`config.mk`:
```
export PLATFORM = sky130hd
export DESIGN_NAME = dma_mover
export DESIGN_NICKNAME = d
export VERILOG_FILES = /design/src/rtl/dma_mover_pkg.sv /design/src/rtl/dma_mover_regs.sv /design/src/rtl/dma_mover_ctrl.sv /design/src/rtl/dma_mover_bus.sv /design/src/rtl/dma_mover.sv
export SDC_FILE = /design/constraint.sdc
export NUM_CORES = 1
export LEC_CHECK = 0
export ABC_AREA = 1
export BUFFER_PORTS_ARGS = -buffer_cell sky130_fd_sc_hd__buf_4
export CAP_MARGIN = 20
export CELL_PAD_IN_SITES_DETAIL_PLACEMENT = 0
export CELL_PAD_IN_SITES_GLOBAL_PLACEMENT = 2
export CORE_UTILIZATION = 30
export CTS_CLUSTER_SIZE = 14
export DETAILED_ROUTE_END_ITERATION = 6
export GPL_ROUTABILITY_DRIVEN = 0
export PLACE_DENSITY = 0.84
export SYNTH_ARGS = -nofsm -noshare
export SYNTH_HDL_FRONTEND = slang
export SYNTH_HIERARCHICAL = 1
export SYNTH_SLANG_ARGS = --single-unit
```
`constraint.sdc`:
```
create_clock -name clk -period 2.7 [get_ports clk]
set_input_delay 0.27 -clock clk [delete_from_list [all_inputs] [get_ports clk]]
set_output_delay 0.27 -clock clk [all_outputs]
set_load 0.01 [all_outputs]
```
`src/rtl/dma_mover_pkg.sv`:
```
// Shared definitions for the block copy DMA engine: register slot offsets,
// control bit positions and the transfer state encoding.
package dma_mover_pkg;

    // Register slot offsets; writing RA_CNT_LO is the start trigger.
    localparam logic [2:0] RA_SRC_LO = 3'd0;
    localparam logic [2:0] RA_SRC_HI = 3'd1;
    localparam logic [2:0] RA_DST_LO = 3'd2;
    localparam logic [2:0] RA_DST_HI = 3'd3;
    localparam logic [2:0] RA_CNT_LO = 3'd4;
    localparam logic [2:0] RA_CNT_HI = 3'd5;
    localparam logic [2:0] RA_BANK   = 3'd6;

    // Bit positions inside the high-byte slots.
    localparam int HOLD_BIT = 4;   // count high slot: keep destination fixed
    localparam int FLAG_BIT = 7;   // source high slot: read from banked ROM

    typedef enum logic [1:0] {
        ST_IDLE  = 2'd0,
        ST_READ  = 2'd1,
        ST_WRITE = 2'd2
    } xfer_state_e;

endpackage

```
`src/rtl/dma_mover_regs.sv`:
```
// Register file of the copy engine. It holds the live source and
// destination pointers, the bank number, the retained count high bits and
// the hold flag. It decodes the start trigger and steps the pointers once
// per written byte.
// Assumes 9 <= ADDR_W <= 15, 9 <= LEN_W <= 12 and 1 <= BANK_W <= 8.
module dma_mover_regs
    import dma_mover_pkg::*;
#(
    parameter int ADDR_W = 15,
    parameter int BANK_W = 7,
    parameter int LEN_W  = 12
) (
    input  logic              clk,
    input  logic              rst_n,
    input  logic              wr_en,
    input  logic [2:0]        addr,
    input  logic [7:0]        wdata,
    input  logic              busy,
    input  logic              step,
    output logic [7:0]        rdata,
    output logic [ADDR_W-1:0] src_addr,
    output logic              src_banked,
    output logic [ADDR_W-1:0] dst_addr,
    output logic              dst_fixed,
    output logic [BANK_W-1:0] bank,
    output logic              start,
    output logic [LEN_W-1:0]  start_len
);

    localparam int HI_W     = ADDR_W - 8;
    localparam int LEN_HI_W = LEN_W - 8;
    localparam logic [ADDR_W-1:0] ONE_A = {{(ADDR_W-1){1'b0}}, 1'b1};

    logic [ADDR_W-1:0]   src_q;
    logic [ADDR_W-1:0]   dst_q;
    logic                src_flag_q;
    logic                dst_spare_q;
    logic                hold_q;
    logic [LEN_HI_W-1:0] len_hi_q;
    logic [BANK_W-1:0]   bank_q;
    logic                wr_ok;

    // Software writes are accepted only while no copy runs.
    assign wr_ok = wr_en && !busy;

    // Register updates: software writes while idle, pointer steps while busy.
    always_ff @(posedge clk) begin
        if (!rst_n) begin
            src_q       <= '0;
            dst_q       <= '0;
            src_flag_q  <= 1'b0;
            dst_spare_q <= 1'b0;
            hold_q      <= 1'b0;
            len_hi_q    <= '0;
            bank_q      <= '0;
        end else begin
            if (wr_ok) begin
                case (addr)
                    RA_SRC_LO: src_q[7:0] <= wdata;
                    RA_SRC_HI: begin
                        src_q[ADDR_W-1:8] <= wdata[HI_W-1:0];
                        src_flag_q        <= wdata[FLAG_BIT];
                    end
                    RA_DST_LO: dst_q[7:0] <= wdata;
                    RA_DST_HI: begin
                        dst_q[ADDR_W-1:8] <= wdata[HI_W-1:0];
                        dst_spare_q       <= wdata[FLAG_BIT];
                    end
                    RA_CNT_HI: begin
                        len_hi_q <= wdata[LEN_HI_W-1:0];
                        hold_q   <= wdata[HOLD_BIT];
                    end
                    RA_BANK:   bank_q <= wdata[BANK_W-1:0];
                    default:   ;
                endcase
            end
            if (step) begin
                src_q <= src_q + ONE_A;
                if (!hold_q) begin
                    dst_q <= dst_q + ONE_A;
                end
            end
        end
    end

    // Read mux: count slots and unused offsets return all ones.
    always_comb begin
        rdata = 8'hFF;
        case (addr)
            RA_SRC_LO: rdata = src_q[7:0];
            RA_SRC_HI: begin
                rdata                = 8'h00;
                rdata[HI_W-1:0]      = src_q[ADDR_W-1:8];
                rdata[FLAG_BIT]      = src_flag_q;
            end
            RA_DST_LO: rdata = dst_q[7:0];
            RA_DST_HI: begin
                rdata                = 8'h00;
                rdata[HI_W-1:0]      = dst_q[ADDR_W-1:8];
                rdata[FLAG_BIT]      = dst_spare_q;
            end
            RA_BANK: begin
                rdata               = 8'h00;
                rdata[BANK_W-1:0]   = bank_q;
            end
            default: rdata = 8'hFF;
        endcase
    end

    assign start      = wr_ok && (addr == RA_CNT_LO);
    assign start_len  = {len_hi_q, wdata};
    assign src_addr   = src_q;
    assign src_banked = src_flag_q;
    assign dst_addr   = dst_q;
    assign dst_fixed  = hold_q;
    assign bank       = bank_q;

endmodule

```
`src/rtl/dma_mover_ctrl.sv`:
```
// Bus master sequencer. It alternates read and write phases, counts the
// bytes that remain and freezes whenever the stall input is high.
// Assumes start only arrives while idle; the register file guarantees this.
module dma_mover_ctrl
    import dma_mover_pkg::*;
#(
    parameter int LEN_W = 12
) (
    input  logic             clk,
    input  logic             rst_n,
    input  logic             start,
    input  logic [LEN_W-1:0] start_len,
    input  logic             stall,
    output logic             busy,
    output logic             rd_phase,
    output logic             wr_phase,
    output logic             capture,
    output logic             step
);

    localparam logic [LEN_W-1:0] ONE_L = {{(LEN_W-1){1'b0}}, 1'b1};

    xfer_state_e      state_q;
    logic [LEN_W-1:0] left_q;

    // Phase sequencing and count of bytes that remain after the current one.
    always_ff @(posedge clk) begin
        if (!rst_n) begin
            state_q <= ST_IDLE;
            left_q  <= '0;
        end else begin
            case (state_q)
                ST_IDLE: begin
                    if (start) begin
                        left_q  <= start_len;
                        state_q <= ST_READ;
                    end
                end
                ST_READ: begin
                    if (!stall) begin
                        state_q <= ST_WRITE;
                    end
                end
                ST_WRITE: begin
                    if (!stall) begin
                        if (left_q == '0) begin
                            state_q <= ST_IDLE;
                        end else begin
                            left_q  <= left_q - ONE_L;
                            state_q <= ST_READ;
                        end
                    end
                end
                default: state_q <= ST_IDLE;
            endcase
        end
    end

    assign rd_phase = (state_q == ST_READ);
    assign wr_phase = (state_q == ST_WRITE);
    assign busy     = rd_phase || wr_phase;
    assign capture  = rd_phase && !stall;
    assign step     = wr_phase && !stall;

endmodule

```
`src/rtl/dma_mover_bus.sv`:
```
// Bus front end. It holds the byte read in the read phase and forms the
// address for each phase: a flat or banked source on reads and a flat
// destination on writes.
// Assumes read data is valid in the same cycle as the read request.
module dma_mover_bus #(
    parameter int ADDR_W = 15,
    parameter int BANK_W = 7
) (
    input  logic                     clk,
    input  logic                     rst_n,
    input  logic                     rd_phase,
    input  logic                     wr_phase,
    input  logic                     capture,
    input  logic [ADDR_W-1:0]        src_addr,
    input  logic                     src_banked,
    input  logic [ADDR_W-1:0]        dst_addr,
    input  logic [BANK_W-1:0]        bank,
    input  logic [7:0]               mem_rdata,
    output logic                     bus_req,
    output logic                     bus_we,
    output logic                     bus_rom,
    output logic [ADDR_W+BANK_W-1:0] bus_addr,
    output logic [7:0]               bus_wdata
);

    localparam int BUS_AW = ADDR_W + BANK_W;

    logic [7:0]        data_q;
    logic [BUS_AW-1:0] src_full;

    // Byte holding register: loaded by each accepted read.
    always_ff @(posedge clk) begin
        if (!rst_n) begin
            data_q <= 8'h00;
        end else if (capture) begin
            data_q <= mem_rdata;
        end
    end

    // Source address extension: bank bits on top, or zeros.
    always_comb begin
        src_full = {{BANK_W{1'b0}}, src_addr};
        if (src_banked) begin
            src_full = {bank, src_addr};
        end
    end

    // Bus command for the current phase.
    always_comb begin
        bus_addr = '0;
        if (rd_phase) begin
            bus_addr = src_full;
        end else if (wr_phase) begin
            bus_addr = {{BANK_W{1'b0}}, dst_addr};
        end
    end

    assign bus_req   = rd_phase || wr_phase;
    assign bus_we    = wr_phase;
    assign bus_rom   = rd_phase && src_banked;
    assign bus_wdata = data_q;

endmodule

```
`src/rtl/dma_mover.sv`:
```
// Block copy DMA engine top level. It joins the register file, the phase
// sequencer and the bus front end. One byte costs one read and one write
// cycle on the shared bus.
// Assumes a combinational register read port and same-cycle bus read data.
module dma_mover #(
    parameter int ADDR_W = 15,
    parameter int BANK_W = 7,
    parameter int LEN_W  = 12
) (
    input  logic                     clk,
    input  logic                     rst_n,
    input  logic                     reg_wr_en,
    input  logic [2:0]               reg_addr,
    input  logic [7:0]               reg_wdata,
    output logic [7:0]               reg_rdata,
    output logic                     busy,
    output logic                     bus_req,
    output logic                     bus_we,
    output logic                     bus_rom,
    output logic [ADDR_W+BANK_W-1:0] bus_addr,
    output logic [7:0]               bus_wdata,
    input  logic [7:0]               bus_rdata,
    input  logic                     bus_stall
);

    logic [ADDR_W-1:0] src_addr;
    logic [ADDR_W-1:0] dst_addr;
    logic              src_banked;
    logic              dst_fixed;
    logic [BANK_W-1:0] bank;
    logic              start;
    logic [LEN_W-1:0]  start_len;
    logic              rd_phase;
    logic              wr_phase;
    logic              capture;
    logic              step;

    dma_mover_regs #(
        .ADDR_W(ADDR_W),
        .BANK_W(BANK_W),
        .LEN_W (LEN_W)
    ) u_regs (
        .clk       (clk),
        .rst_n     (rst_n),
        .wr_en     (reg_wr_en),
        .addr      (reg_addr),
        .wdata     (reg_wdata),
        .busy      (busy),
        .step      (step),
        .rdata     (reg_rdata),
        .src_addr  (src_addr),
        .src_banked(src_banked),
        .dst_addr  (dst_addr),
        .dst_fixed (dst_fixed),
        .bank      (bank),
        .start     (start),
        .start_len (start_len)
    );

    dma_mover_ctrl #(
        .LEN_W(LEN_W)
    ) u_ctrl (
        .clk      (clk),
        .rst_n    (rst_n),
        .start    (start),
        .start_len(start_len),
        .stall    (bus_stall),
        .busy     (busy),
        .rd_phase (rd_phase),
        .wr_phase (wr_phase),
        .capture  (capture),
        .step     (step)
    );

    dma_mover_bus #(
        .ADDR_W(ADDR_W),
        .BANK_W(BANK_W)
    ) u_bus (
        .clk       (clk),
        .rst_n     (rst_n),
        .rd_phase  (rd_phase),
        .wr_phase  (wr_phase),
        .capture   (capture),
        .src_addr  (src_addr),
        .src_banked(src_banked),
        .dst_addr  (dst_addr),
        .bank      (bank),
        .mem_rdata (bus_rdata),
        .bus_req   (bus_req),
        .bus_we    (bus_we),
        .bus_rom   (bus_rom),
        .bus_addr  (bus_addr),
        .bus_wdata (bus_wdata)
    );

endmodule

```
Word level (Yosys, flattened, before mapping):

Cells that the tools add are included.
Widths: inputs -> output; s select.

* input port bits: 23
* output and inout bits: 42
* register bits: 66

* reduce and logical (&&, ||, !) cells: 23
* eq/ne operators: 12
* add/sub/neg operators: 3
* muxes and demuxes: 22

Operators with widths (count)
* $mux 15: 6
* $mux 22: 2
* $pmux 8 s5: 1
* $mux 12: 3
* $add 15x1->15 const B: 2
* $pmux 12 s2: 1
* $mux 8: 2
* $mux 7: 2
* $logic_not 12->1: 1
* $reduce_and 2->1: 6
* $sub 12x1->12 const B: 1
* $eq 3x3->1 const B: 3
* $ne 2x2->1 const B: 4
* $reduce_bool 2->1: 4
* $eq 3x2->1 const B: 2
* $mux 2: 3
* $pmux 2 s3: 1
* $logic_and 1x1->1: 5
* $reduce_and 4->1: 1
* $eq 3x1->1 const B: 1
* $logic_not 3->1: 1
* $reduce_and 3->1: 1
* $eq 2x1->1 const B: 1
* $eq 2x2->1 const B: 1
* other kinds (4): 5

Depth between registers and ports, before layout:

Gate-level depths: netlist (run 1).

* depth in word-level cells: 7
* gate-level depth with buffers: 15
* gate-level depth less buffers: 13

By module:

The synthesis (run 1) kept the hierarchy.

By module, submodules not included
* dma_mover_regs: times used 1, cells each 464, area an instance 2897.8 um2, seq. area each 880.8 um2
* dma_mover_ctrl: times used 1, cells each 182, area an instance 1082.3 um2, seq. area each 280.3 um2
* dma_mover_bus: times used 1, cells each 119, area an instance 631.9 um2, seq. area each 160.2 um2

Worst setup path after synthesis (run 1):

Ideal clock, no wire load.

* path kind: register to register
* from: register u_ctrl.state_q[0]
* to: register u_regs.dst_q[2], in the netlist u_regs/dst_addr[2]
* slack: 554 ps
* required time: 2585 ps
* setup time: 115 ps
* arrival: 2031 ps
* cell stages (with the launch flop): 13
* path through: dfxtp_1 -> inv_1 -> ha_1 -> inv_1 -> clkbuf_1 -> nor2_1 -> buf_4 -> inv_2 -> nor2_1 -> buf_4 -> buf_4 -> o21ai_0 -> inv_1

* elaborated cells between the ends (all ways): 9

RTL lines
* from (decl): RTL line dma_mover_ctrl.sv:23 `xfer_state_e state_q;`
* from (signal assigned): RTL line dma_mover_ctrl.sv:29 `state_q <= ST_IDLE;`
* from (signal assigned): RTL line dma_mover_ctrl.sv:36 `state_q <= ST_READ;`
* from (signal assigned): RTL line dma_mover_ctrl.sv:41 `state_q <= ST_WRITE;`
* $eq 2x2->1: RTL line dma_mover_ctrl.sv:60 `assign wr_phase = (state_q == ST_WRITE);`
* via wr_phase: RTL line dma_mover.sv:34 `logic wr_phase;`
* $logic_and 1x1->1: RTL line dma_mover_ctrl.sv:63 `assign step = wr_phase && !stall;`
* via step: RTL line dma_mover.sv:36 `logic step;`
* $mux 15: RTL line dma_mover_regs.sv:77 `if (step) begin`
* to (signal assigned): RTL line dma_mover_regs.sv:64 `RA_DST_LO: dst_q[7:0] <= wdata;`
* to (signal, indexed assignment): RTL line dma_mover_regs.sv:66 `dst_q[ADDR_W-1:8] <= wdata[HI_W-1:0];`
* to (signal assigned): RTL line dma_mover_regs.sv:80 `dst_q <= dst_q + ONE_A;`
* to (decl): RTL line dma_mover_regs.sv:35 `logic [ADDR_W-1:0] dst_q;`

The timed path passes the listed nets, and every way through them passes these cells.
A chain may end at the register's enable or synchronous reset.

Worst setup path after layout (run 1):

* from: register u_ctrl.state_q[1]
* to: output bus_addr[20]

* longest elaborated chain between the ends: 2

RTL lines
* $eq 2x1->1: RTL line dma_mover_ctrl.sv:59 `assign rd_phase = (state_q == ST_READ);`
* via rd_phase: RTL line dma_mover.sv:33 `logic rd_phase;`
* $mux 22: RTL line dma_mover_bus.sv:51 `if (rd_phase) begin`
* to (decl): RTL line dma_mover.sv:20 `output logic [ADDR_W+BANK_W-1:0] bus_addr,`

The timed path passes the listed nets, and every way through them passes these cells.

==> flow_summary_export.csv, run 1 <==
group,metric,value,unit
clocking,h-tree-depth,3,
floorplanning,ios,65,
yosys,synth_edf_count,0,
route,num_vias,5113,
route,vias_per_cell,5.08,
clocking,root_buffer,"clkbuf_16",
clocking,clk_latency,0.34,ns
grt,grt_pass1_wl,25.9,mm
floorplanning,floorplan.rows,44,
power_and_ir_drop,peakVddDrop,0.000453,V
status,status,"complete, no violations",
grt,grt_max_degree,47,
grt,antenna_found_initial,0,
critical_path,cp.required,2.43,ns
sta,finalSetupTns,0,ns
floorplanning,dieArea,15900,um2
yosys,postSynthAreaPerCell,6.03,um2
clocking,cts_buffers,9,
yosys,synth_common_cells,"228 x nand2_1, 103 x nor2_1, 91 x inv_1",
sta,rsz0062_at_grt,"no",
sta,maxSlewViolCount,0,
final_layout,areaGrowthSynthToFinish,19.9,%
grt,grt_remaining_overflow,0,
power_and_ir_drop,powerDensity,913,nW/um2
power_and_ir_drop,power,5050,uW
sta,slew-limit-headroom,53.9,%
yosys,ys.flop_type,"dfxtp_1",
route,drc_errors,0,
final_layout,n_antenna_cell,0,
clocking,cts_setup_buffers,0,
sta,fin_crit,2.29,ns
clocking,clk_pin_slew,0.06,ns
final_layout,stdcell_count,1006,
sta,post-route-period-util,84.9,%
final_layout,utilization,37.5,%
run,cap_violations,0,
critical_path,cpLargestDelayFamily,"simple AND/OR/NAND/NOR gates",
placed_design,dp.cells,990,
floorplanning,initial_core_util,31.3,%
critical_path,cp_slowest_stage_delay,0.41,ns
yosys,synth_nets,797,
sta,tightest_slew,0.691,ns
grt,grtUsageMet3,3.95,%
yosys,yosysMostFrequentCell,"nand2_1",
critical_path,endpoint_kind,"output port",
yosys,yosysTopAreaCell,"dfxtp_1",
grt,grt_use_total,21.2,%
route,first_iter_violations,459,
clocking,clock_path_buffers,2,
route,drt_first_pass_iters,7,
sta,hold_violations,0,
critical_path,crit_arrival,2.02,ns
critical_path,crit_type,"flop to output port",
critical_path,slowest_stage,"ha_1",
critical_path,path_cells,"inv_1 -> ha_1 -> nand2_1 -> nor2_1 -> buf_4",
final_layout,final_net_count,849,
critical_path,startpoint_type,"flop",
floorplanning,fp.dieW,126,um
sta,setup_viol,0,
yosys,synth_top_cell_area_share,28.6,%
yosys,syn_area,4610,um2
route,wl_per_cell,16.2,um
sta,fin_skew,0.00548,ns
sta,timing.hold.ws,0.214,ns
yosys,ys_top_cells_by_area,"dfxtp_1 29%, nand2_1 19%, nor2_1 8.4%",
yosys,ys_warn_count,6,
hold_path,hold_path_class,"input port to flop",
final_layout,drive_above_1_share,15.1,%
critical_path,r2r_setup_slack,0.44,ns
clocking,cts_resized,0,
clocking,cts_tree,"yes",
sta,max_freq,0.436,GHz
grt,grt_pass1_vias,4674,
critical_path,path_buf_inv,2,
clocking,cts_sinks,66,
yosys,syn-instance-count,765,
placed_design,dpl.hpwl,12.1,mm
yosys,async_reset_ff_share,0,%
floorplanning,coreArea,14800,um2
grt,grt_use_met1,29.8,%
route,wl,16.3,mm
yosys,ys_ff_latch,66,
yosys,synth_cell_types,39,
critical_path,crit_fanout,8,
power_and_ir_drop,leakagePower,0.00259,uW
clocking,hold_buffers,0,
route,drtAntennaViolNets,0,
floorplanning,die_h,126,um
grt,grt_use_met2,33.3,%
grt,grt_busiest_layer,"met2",
placed_design,portBuffers,64,
yosys,yosysSeqAreaShare,28.6,%
==> flip-flops by register name, summed over array words and instances, names as in the netlist <==
signal / count
u_regs/dst_spare_q: 1
u_ctrl/left_q: 12
u_ctrl/state_q: 2
u_regs/src_banked: 1
u_regs/bank: 7
u_regs/len_hi_q: 4
u_regs/src_addr: 15
u_bus/bus_wdata: 8
u_regs/dst_fixed: 1
u_regs/dst_addr: 15
==> worst min-delay path: cells and delay by family <==
family        cells  cell delay [ns]
simple gates      3             0.15
buf+inv           2             0.11
==> area by class of cell <==
| cell class | instances | area, um2 |
|---|---|---|
| Tap cell | 184 | 230 |
| Inverter | 99 | 374 |
| Clock inverter | 6 | 138 |
| Multi-Input combinational cell | 570 | 2700 |
| Sequential cell | 66 | 1320 |
| Timing Repair Buffer | 71 | 533 |
| Fill cell | 1640 | 9220 |
| Clock buffer | 10 | 239 |
==> power by group <==
part           internal, uW  leakage [uW]  switching, uW
combinational           735       0.00187           1440
clock                  1020      0.000183            471
sequential             1150      0.000537            229
==> path summary, 6_finish.rpt <==
check | to | start | cells after the start
worst max-delay path | bus_addr[20] | u_ctrl/state_q[1] | 5
worst min-delay path | u_bus/bus_wdata[5] | bus_rdata[5] | 5
worst max register to register | u_ctrl/left_q[7] | u_ctrl/state_q[0] | 10
worst min register to register | u_bus/bus_wdata[6] | u_bus/bus_wdata[6] | 2
==> kinds of logic after synthesis <==
kind of cell	count (synthesis)	share of synthesized area, %
buffers and inverters	129	12.9
AND/OR/NAND/NOR	412	38.5
flip-flops	66	28.6
XOR/XNOR	1	0.190
AO/OA/AOI/OAI	148	17.4
adder cells (fa/ha/maj)	9	2.44
==> per-stage QoR <==
| step | cell area, um2 | worst slack, ns |
|---|---|---|
| floorplan | 4610 | 0.554 |
| global placement | 5150 | 0.561 |
| detailed placement | 5150 | 0.437 |
| CTS | 5530 | 0.399 |
| global route | 5530 | 0.218 |
| finish | 5530 | 0.407 |
==> cells in the final DEF, fill, tap and decap left out, types with 2 or more instances in the layout <==
master,Yosys,final
nand2_1,228,228
nor2_1,103,103
inv_1,91,91
buf_4,13,71
dfxtp_1,66,66
o21ai_0,60,60
a21oi_1,58,58
nand3_1,37,37
nand4_1,12,12
clkbuf_16,0,9
ha_1,9,9
nor2_2,8,8
inv_2,7,7
o21ai_1,7,7
o211ai_1,6,6
nand2_4,5,5
nor2_4,5,5
bufinv_16,0,4
nand2_2,4,4
a22oi_1,4,4
o21bai_1,3,3
nand3_2,3,3
o2111ai_1,3,3
nor3_1,3,3
clkinv_4,0,2
or2_2,2,2
a31oi_1,2,2
==> routing by layer <==
metal | part of all wire [%] | up-vias
li1 | - | 2534
met1 | 47 | 2373
met2 | 44 | 188
met3 | 6.9 | 18
met4 | 1.6 | 0
met5 | 0 | -
Power figures use the tool's default switching activity.
==> inputs of run 2 (changes only) <==
==> constraint.sdc (replaced) <==
create_clock -name clk -period 2.11 [get_ports clk]
set_input_delay 0.211 -clock clk [delete_from_list [all_inputs] [get_ports clk]]
set_output_delay 0.211 -clock clk [all_outputs]
set_load 0.01 [all_outputs]
==> run 2 against run 1 <==
Compared with the run above:
- count of clock-buffer cells in the layout rose by 2
- setup slack lost 0.33 ns
- largest power group unchanged
- critical endpoint is now bus_addr[3]
- sequential share of layout area is 0.49 points lower
- clock power is 20% higher
- die area did not move
- design area increased by 2.1%
- first-iteration DRC count is 12% lower
- critical path depth rose by 3
- sequential power rose by 24%
==> flow_summary_export.csv, run 2 (synthesis results as in run 1) <==
group,metric,value,unit
status,status,"complete, no violations",
sta,finalSetupTns,0,ns
clocking,cts_tree,"yes",
final_layout,areaGrowthSynthToFinish,22.4,%
critical_path,crit_fanout,8,
final_layout,final_cell_mix,"226 x nand2_1, 103 x nor2_1, 88 x inv_1, 81 x buf_4, 66 x dfxtp_1",
grt,grt_pass1_wl,25.4,mm
power_and_ir_drop,leakagePower,0.00264,uW
floorplanning,dieArea,15900,um2
placed_design,dpl.hpwl,12.2,mm
floorplanning,floorplan.rows,44,
floorplanning,die_h,126,um
clocking,cts_buffers,9,
clocking,h-tree-depth,3,
critical_path,cp.depth,8,
grt,grt_use_total,20.9,%
route,vias_per_cell,5.00,
power_and_ir_drop,powerDensity,1160,nW/um2
run,cap_violations,0,
sta,timing.hold.ws,0.155,ns
sta,slew-limit-headroom,57.2,%
sta,post-route-period-util,96.5,%
route,wl,16.4,mm
critical_path,crit_top_cell,"nand2_1",
clocking,clock_path_buffers,2,
grt,antenna_found_initial,0,
clocking,clk_pin_slew,0.06,ns
grt,grt_pass1_vias,4627,
clocking,cts_sinks,66,
floorplanning,fp.dieW,126,um
critical_path,endpoint_kind,"output port",
route,wl_per_cell,16.1,um
sta,fin_skew,0.00667,ns
critical_path,cp_slowest_stage_delay,0.31,ns
route,drc_errors,0,
route,first_iter_violations,403,
final_layout,final_common_cell,"nand2_1",
critical_path,cpLargestDelayFamily,"buffers and inverters",
critical_path,cp.required,1.90,ns
critical_path,startpoint_type,"flop",
grt,grt_max_degree,29,
clocking,hold_buffers,0,
power_and_ir_drop,peakVddDrop,0.000431,V
sta,fin_crit,2.04,ns
grt,grt_remaining_overflow,0,
floorplanning,ios,65,
route,drt_first_pass_iters,6,
critical_path,path_buf_inv,4,
sta,tightest_slew,0.641,ns
route,num_vias,5097,
final_layout,final_net_count,862,
hold_path,hold_depth,5,
sta,setup_viol,0,
floorplanning,initial_core_util,31.3,%
critical_path,crit_type,"flop to output port",
placed_design,portBuffers,64,
clocking,clk_latency,0.34,ns
route,drtAntennaViolNets,0,
sta,max_freq,0.491,GHz
floorplanning,coreArea,14800,um2
final_layout,drive_above_1_share,17.2,%
critical_path,path_cells,"inv_1 -> ha_1 -> buf_8 -> clkinvlp_4 -> nor2_8 -> nand2_1 -> nand2_1 -> buf_4",
critical_path,crit_arrival,1.83,ns
critical_path,reg2reg_depth,10,
sta,maxSlewViolCount,0,
final_layout,nFillCells,1630,
sta,rsz0062_at_grt,"yes",
critical_path,slowest_stage,"dfxtp_1",
hold_path,hold_path_class,"input port to flop",
final_layout,n_antenna_cell,0,
sta,hold_violations,0,
clocking,root_buffer,"clkbuf_16",
run 2: cell types whose count changed in the layout (fill, tap and decap cells not counted), moves of 2 or more:
cell	delta
nand2_2	+2
nand2_1	-2
buf_4	+10
inv_1	-3
clkinv_4	-2
clkinvlp_4	+3
run 2: worst paths after layout:
check | endpoint | slack (ns) | from
max | bus_addr[3] | 0.07 | u_ctrl/state_q[0]
min reg2reg | u_bus/bus_wdata[0] | 0.47 | u_bus/bus_wdata[0]
max reg2reg | u_ctrl/state_q[1] | 0.17 | u_ctrl/state_q[1]
min | u_bus/bus_wdata[7] | 0.16 | bus_rdata[7]
run 2: per-layer routing:
layer	global-route usage (%)	part of all wire [%]
met2	32.5	44
met5	0	0
met4	5.17	1.1
met3	4.55	5.8
met1	29.1	49
run 2: timing repair:
action	CTS	global route
cloned	0	1
setup endpoints to repair	4	50
endpoints found under the hold margin	0	0
setup buffers	0	3
gates resized for setup	2	10
run 2: worst min-delay path, cell delays in order:
cell,delay (ns)
buf_4,0.08
inv_1,0.03
nand2_1,0.04
nand2_1,0.04
nor2_1,0.07
run 2: stage by stage:
step           power, uW  area [um2]  setup slack, ns  cells  utilization [%]
6_report            6560        5650           0.0735   1019             38.3
5_1_grt             7030        5650          -0.0291   1019             38.3
4_1_cts             6450        5590          0.00564   1015             37.9
3_5_place_dp        4610        5220           0.0128    999             35.4
3_3_place_gp        4570        5220            0.189    999             35.4
2_1_floorplan       3840        4610           0.0480    765                -
run 2: cell type report:
type	count	area, um2	share of cell area [%]
multi-input combinational	571	2730	48.3
sequential	66	1320	23.4
timing repair buffer	83	634	11.2
inverter	99	382	6.76
clock buffer	12	256	4.54
tap	184	230	4.08
clock inverter	4	97.6	1.73
run 2: power by group:
group	switching (uW)	internal [uW]	total (uW)	leakage, uW
Combinational	1960	1080	3040	0.00193
Sequential	236	1480	1710	0.000537
Clock	584	1220	1800	0.000169
Total	2780	3780	6560	0.00264
==> inputs of run 3 (changes only) <==
==> constraint.sdc (replaced) <==
create_clock -name clk -period 2.1 [get_ports clk]
set_input_delay 0.21 -clock clk [delete_from_list [all_inputs] [get_ports clk]]
set_output_delay 0.21 -clock clk [all_outputs]
set_load 0.01 [all_outputs]
==> run 3 against run 2 <==
Compared with the run above:
- design area fell by 0.24%
- largest cell class unchanged
- non-clock buffer count fell by 2
- count of clock-buffer cells in the layout did not move
==> flow_summary_export.csv, run 3 (synthesis results as in run 1) <==
group,metric,value,unit
clocking,cts_buffers,9,
final_layout,final_cell_mix,"226 x nand2_1, 103 x nor2_1, 89 x inv_1, 80 x buf_4, 66 x dfxtp_1",
hold_path,hold_start,"bus_rdata[0]",
sta,hold_violations,0,
floorplanning,initial_core_util,31.3,%
floorplanning,floorplan.rows,44,
grt,antenna_found_initial,0,
clocking,clk_latency,0.34,ns
grt,grt_max_degree,29,
clocking,clk_pin_slew,0.06,ns
power_and_ir_drop,pwr-share-comb,46.1,%
clocking,clock_path_buffers,2,
critical_path,crit_arrival,1.81,ns
route,vias_per_cell,4.98,
power_and_ir_drop,sw_frac_of_total,42.5,%
critical_path,cp_slowest_stage_delay,0.31,ns
power_and_ir_drop,p_switching,2780,uW
power_and_ir_drop,leakagePower,0.00262,uW
floorplanning,die_h,126,um
power_and_ir_drop,powerDensity,1160,nW/um2
route,drc_errors,0,
critical_path,reg2reg_from,"u_ctrl/state_q[1]",
final_layout,nFillCells,1631,
critical_path,cp.required,1.89,ns
status,status,"complete, no violations",
power_and_ir_drop,peakVddDrop,0.000434,V
critical_path,crit_start,"u_ctrl/state_q[0]",
power_and_ir_drop,clockPowerShare,27.6,%
route,drt_first_pass_iters,6,
sta,slew-limit-headroom,56.9,%
final_layout,fin_area,5630,um2
critical_path,startpoint_type,"flop",
final_layout,n_antenna_cell,0,
critical_path,crit_type,"flop to output port",
grt,grt_remaining_overflow,0,
sta,timing.hold.ws,0.159,ns
hold_path,hold_path_class,"input port to flop",
final_layout,multi_input_area,2730,um2
route,first_iter_violations,439,
clocking,hold_buffers,0,
critical_path,crit_top_cell,"nand2_1",
critical_path,slowest_stage,"dfxtp_1",
grt,grt_pass1_vias,4638,
sta,rsz0062_at_grt,"yes",
sta,max_freq,0.494,GHz
route,wl_per_cell,16.0,um
placed_design,portBuffers,64,
power_and_ir_drop,p_int,3770,uW
sta,fin_skew,0.00582,ns
route,drtAntennaViolNets,0,
clocking,cts_tree,"yes",
run,cap_violations,0,
critical_path,path_buf_inv,4,
placed_design,dpl.hpwl,12.2,mm
clocking,h-tree-depth,3,
route,num_vias,5069,
route,wl,16.3,mm
grt,grt_pass1_wl,25.6,mm
floorplanning,fp.dieW,126,um
power_and_ir_drop,p_seq_share,26.3,%
placed_design,place_area,5220,um2
sta,fin_crit,2.02,ns
critical_path,cpLargestDelayFamily,"buffers and inverters",
critical_path,endpoint_kind,"output port",
sta,maxSlewViolCount,0,
final_layout,final_net_count,860,
grt,grt_use_total,21.0,%
sta,setup_viol,0,
critical_path,path_cells,"inv_1 -> ha_1 -> buf_6 -> clkinvlp_4 -> nor2_8 -> nand2_1 -> nand2_1 -> buf_4",
floorplanning,dieArea,15900,um2
final_layout,areaGrowthSynthToFinish,22.1,%
sta,tightest_slew,0.646,ns
sta,post-route-period-util,96.4,%
final_layout,final_common_cell,"nand2_1",
final_layout,regArea,1320,um2
clocking,root_buffer,"clkbuf_16",
floorplanning,coreArea,14800,um2
floorplanning,ios,65,
critical_path,crit_fanout,8,
clocking,cts_sinks,66,
final_layout,drive_above_1_share,16.9,%
-- run 3: cell types whose count changed in the layout (fill, tap and decap cells not counted), sizes merged --
cell  before  now
buf       83   81
-- run 3: area by class of cell --
type | instances | area share [%]
Clock inverter | 4 | 1.73
Sequential cell | 66 | 23.5
Clock buffer | 12 | 4.55
Multi-Input combinational cell | 571 | 48.5
Inverter | 99 | 6.77
Tap cell | 184 | 4.09
Timing Repair Buffer | 81 | 10.9
-- run 3: final timing paths --
| check | endpoint | slack [ns] | depth (start not counted) |
|---|---|---|---|
| worst max-delay path | bus_addr[3] | 0.08 | 8 |
| worst min-delay path | u_bus/bus_wdata[0] | 0.16 | 5 |
| worst max register to register | u_regs/dst_addr[12] | 0.14 | 9 |
| worst min register to register | u_bus/bus_wdata[0] | 0.47 | 2 |
-- run 3: power by group through the flow --
stage	logic, uW	clock network [uW]	registers (uW)
CTS	2980	1850	1720
detailed placement	2890	0	1740
floorplan	2150	0	1710
global placement	2860	0	1740
global route	3370	1900	1750
finish	3020	1810	1720
-- run 3: tightest hold or removal path, cell delays in order --
cell and delay (ns):
buf_4 0.07, inv_1 0.03, nand2_1 0.04, nand2_1 0.04, nor2_1 0.07
-- run 3: metal layers --
layer / wire (um) / global-route usage [%]
met5: 0 / 0
met4: 167 / 5.17
met3: 1280 / 4.89
met1: 7750 / 29.3
met2: 7110 / 32.7
-- run 3: what timing repair did --
action	4_1_cts	5_1_grt
cloned	1	0
endpoints found under the setup margin	5	39
gates resized for setup	5	5
setup buffers	1	0
pin swaps	1	1
-- run 3: metrics by stage --
step                      setup slack, ns  power [uW]  utilization [%]  setup TNS (ns)  instances
after floorplan                    0.0380        3860                -               0        765
after global placement              0.179        4590             35.4               0        999
after detailed placement          0.00285        4630             35.4               0        999
after CTS                          0.0479        6550             38.1               0       1017
after global routing              -0.0183        7030             38.2         -0.0423       1017
final                              0.0758        6550             38.2               0       1017
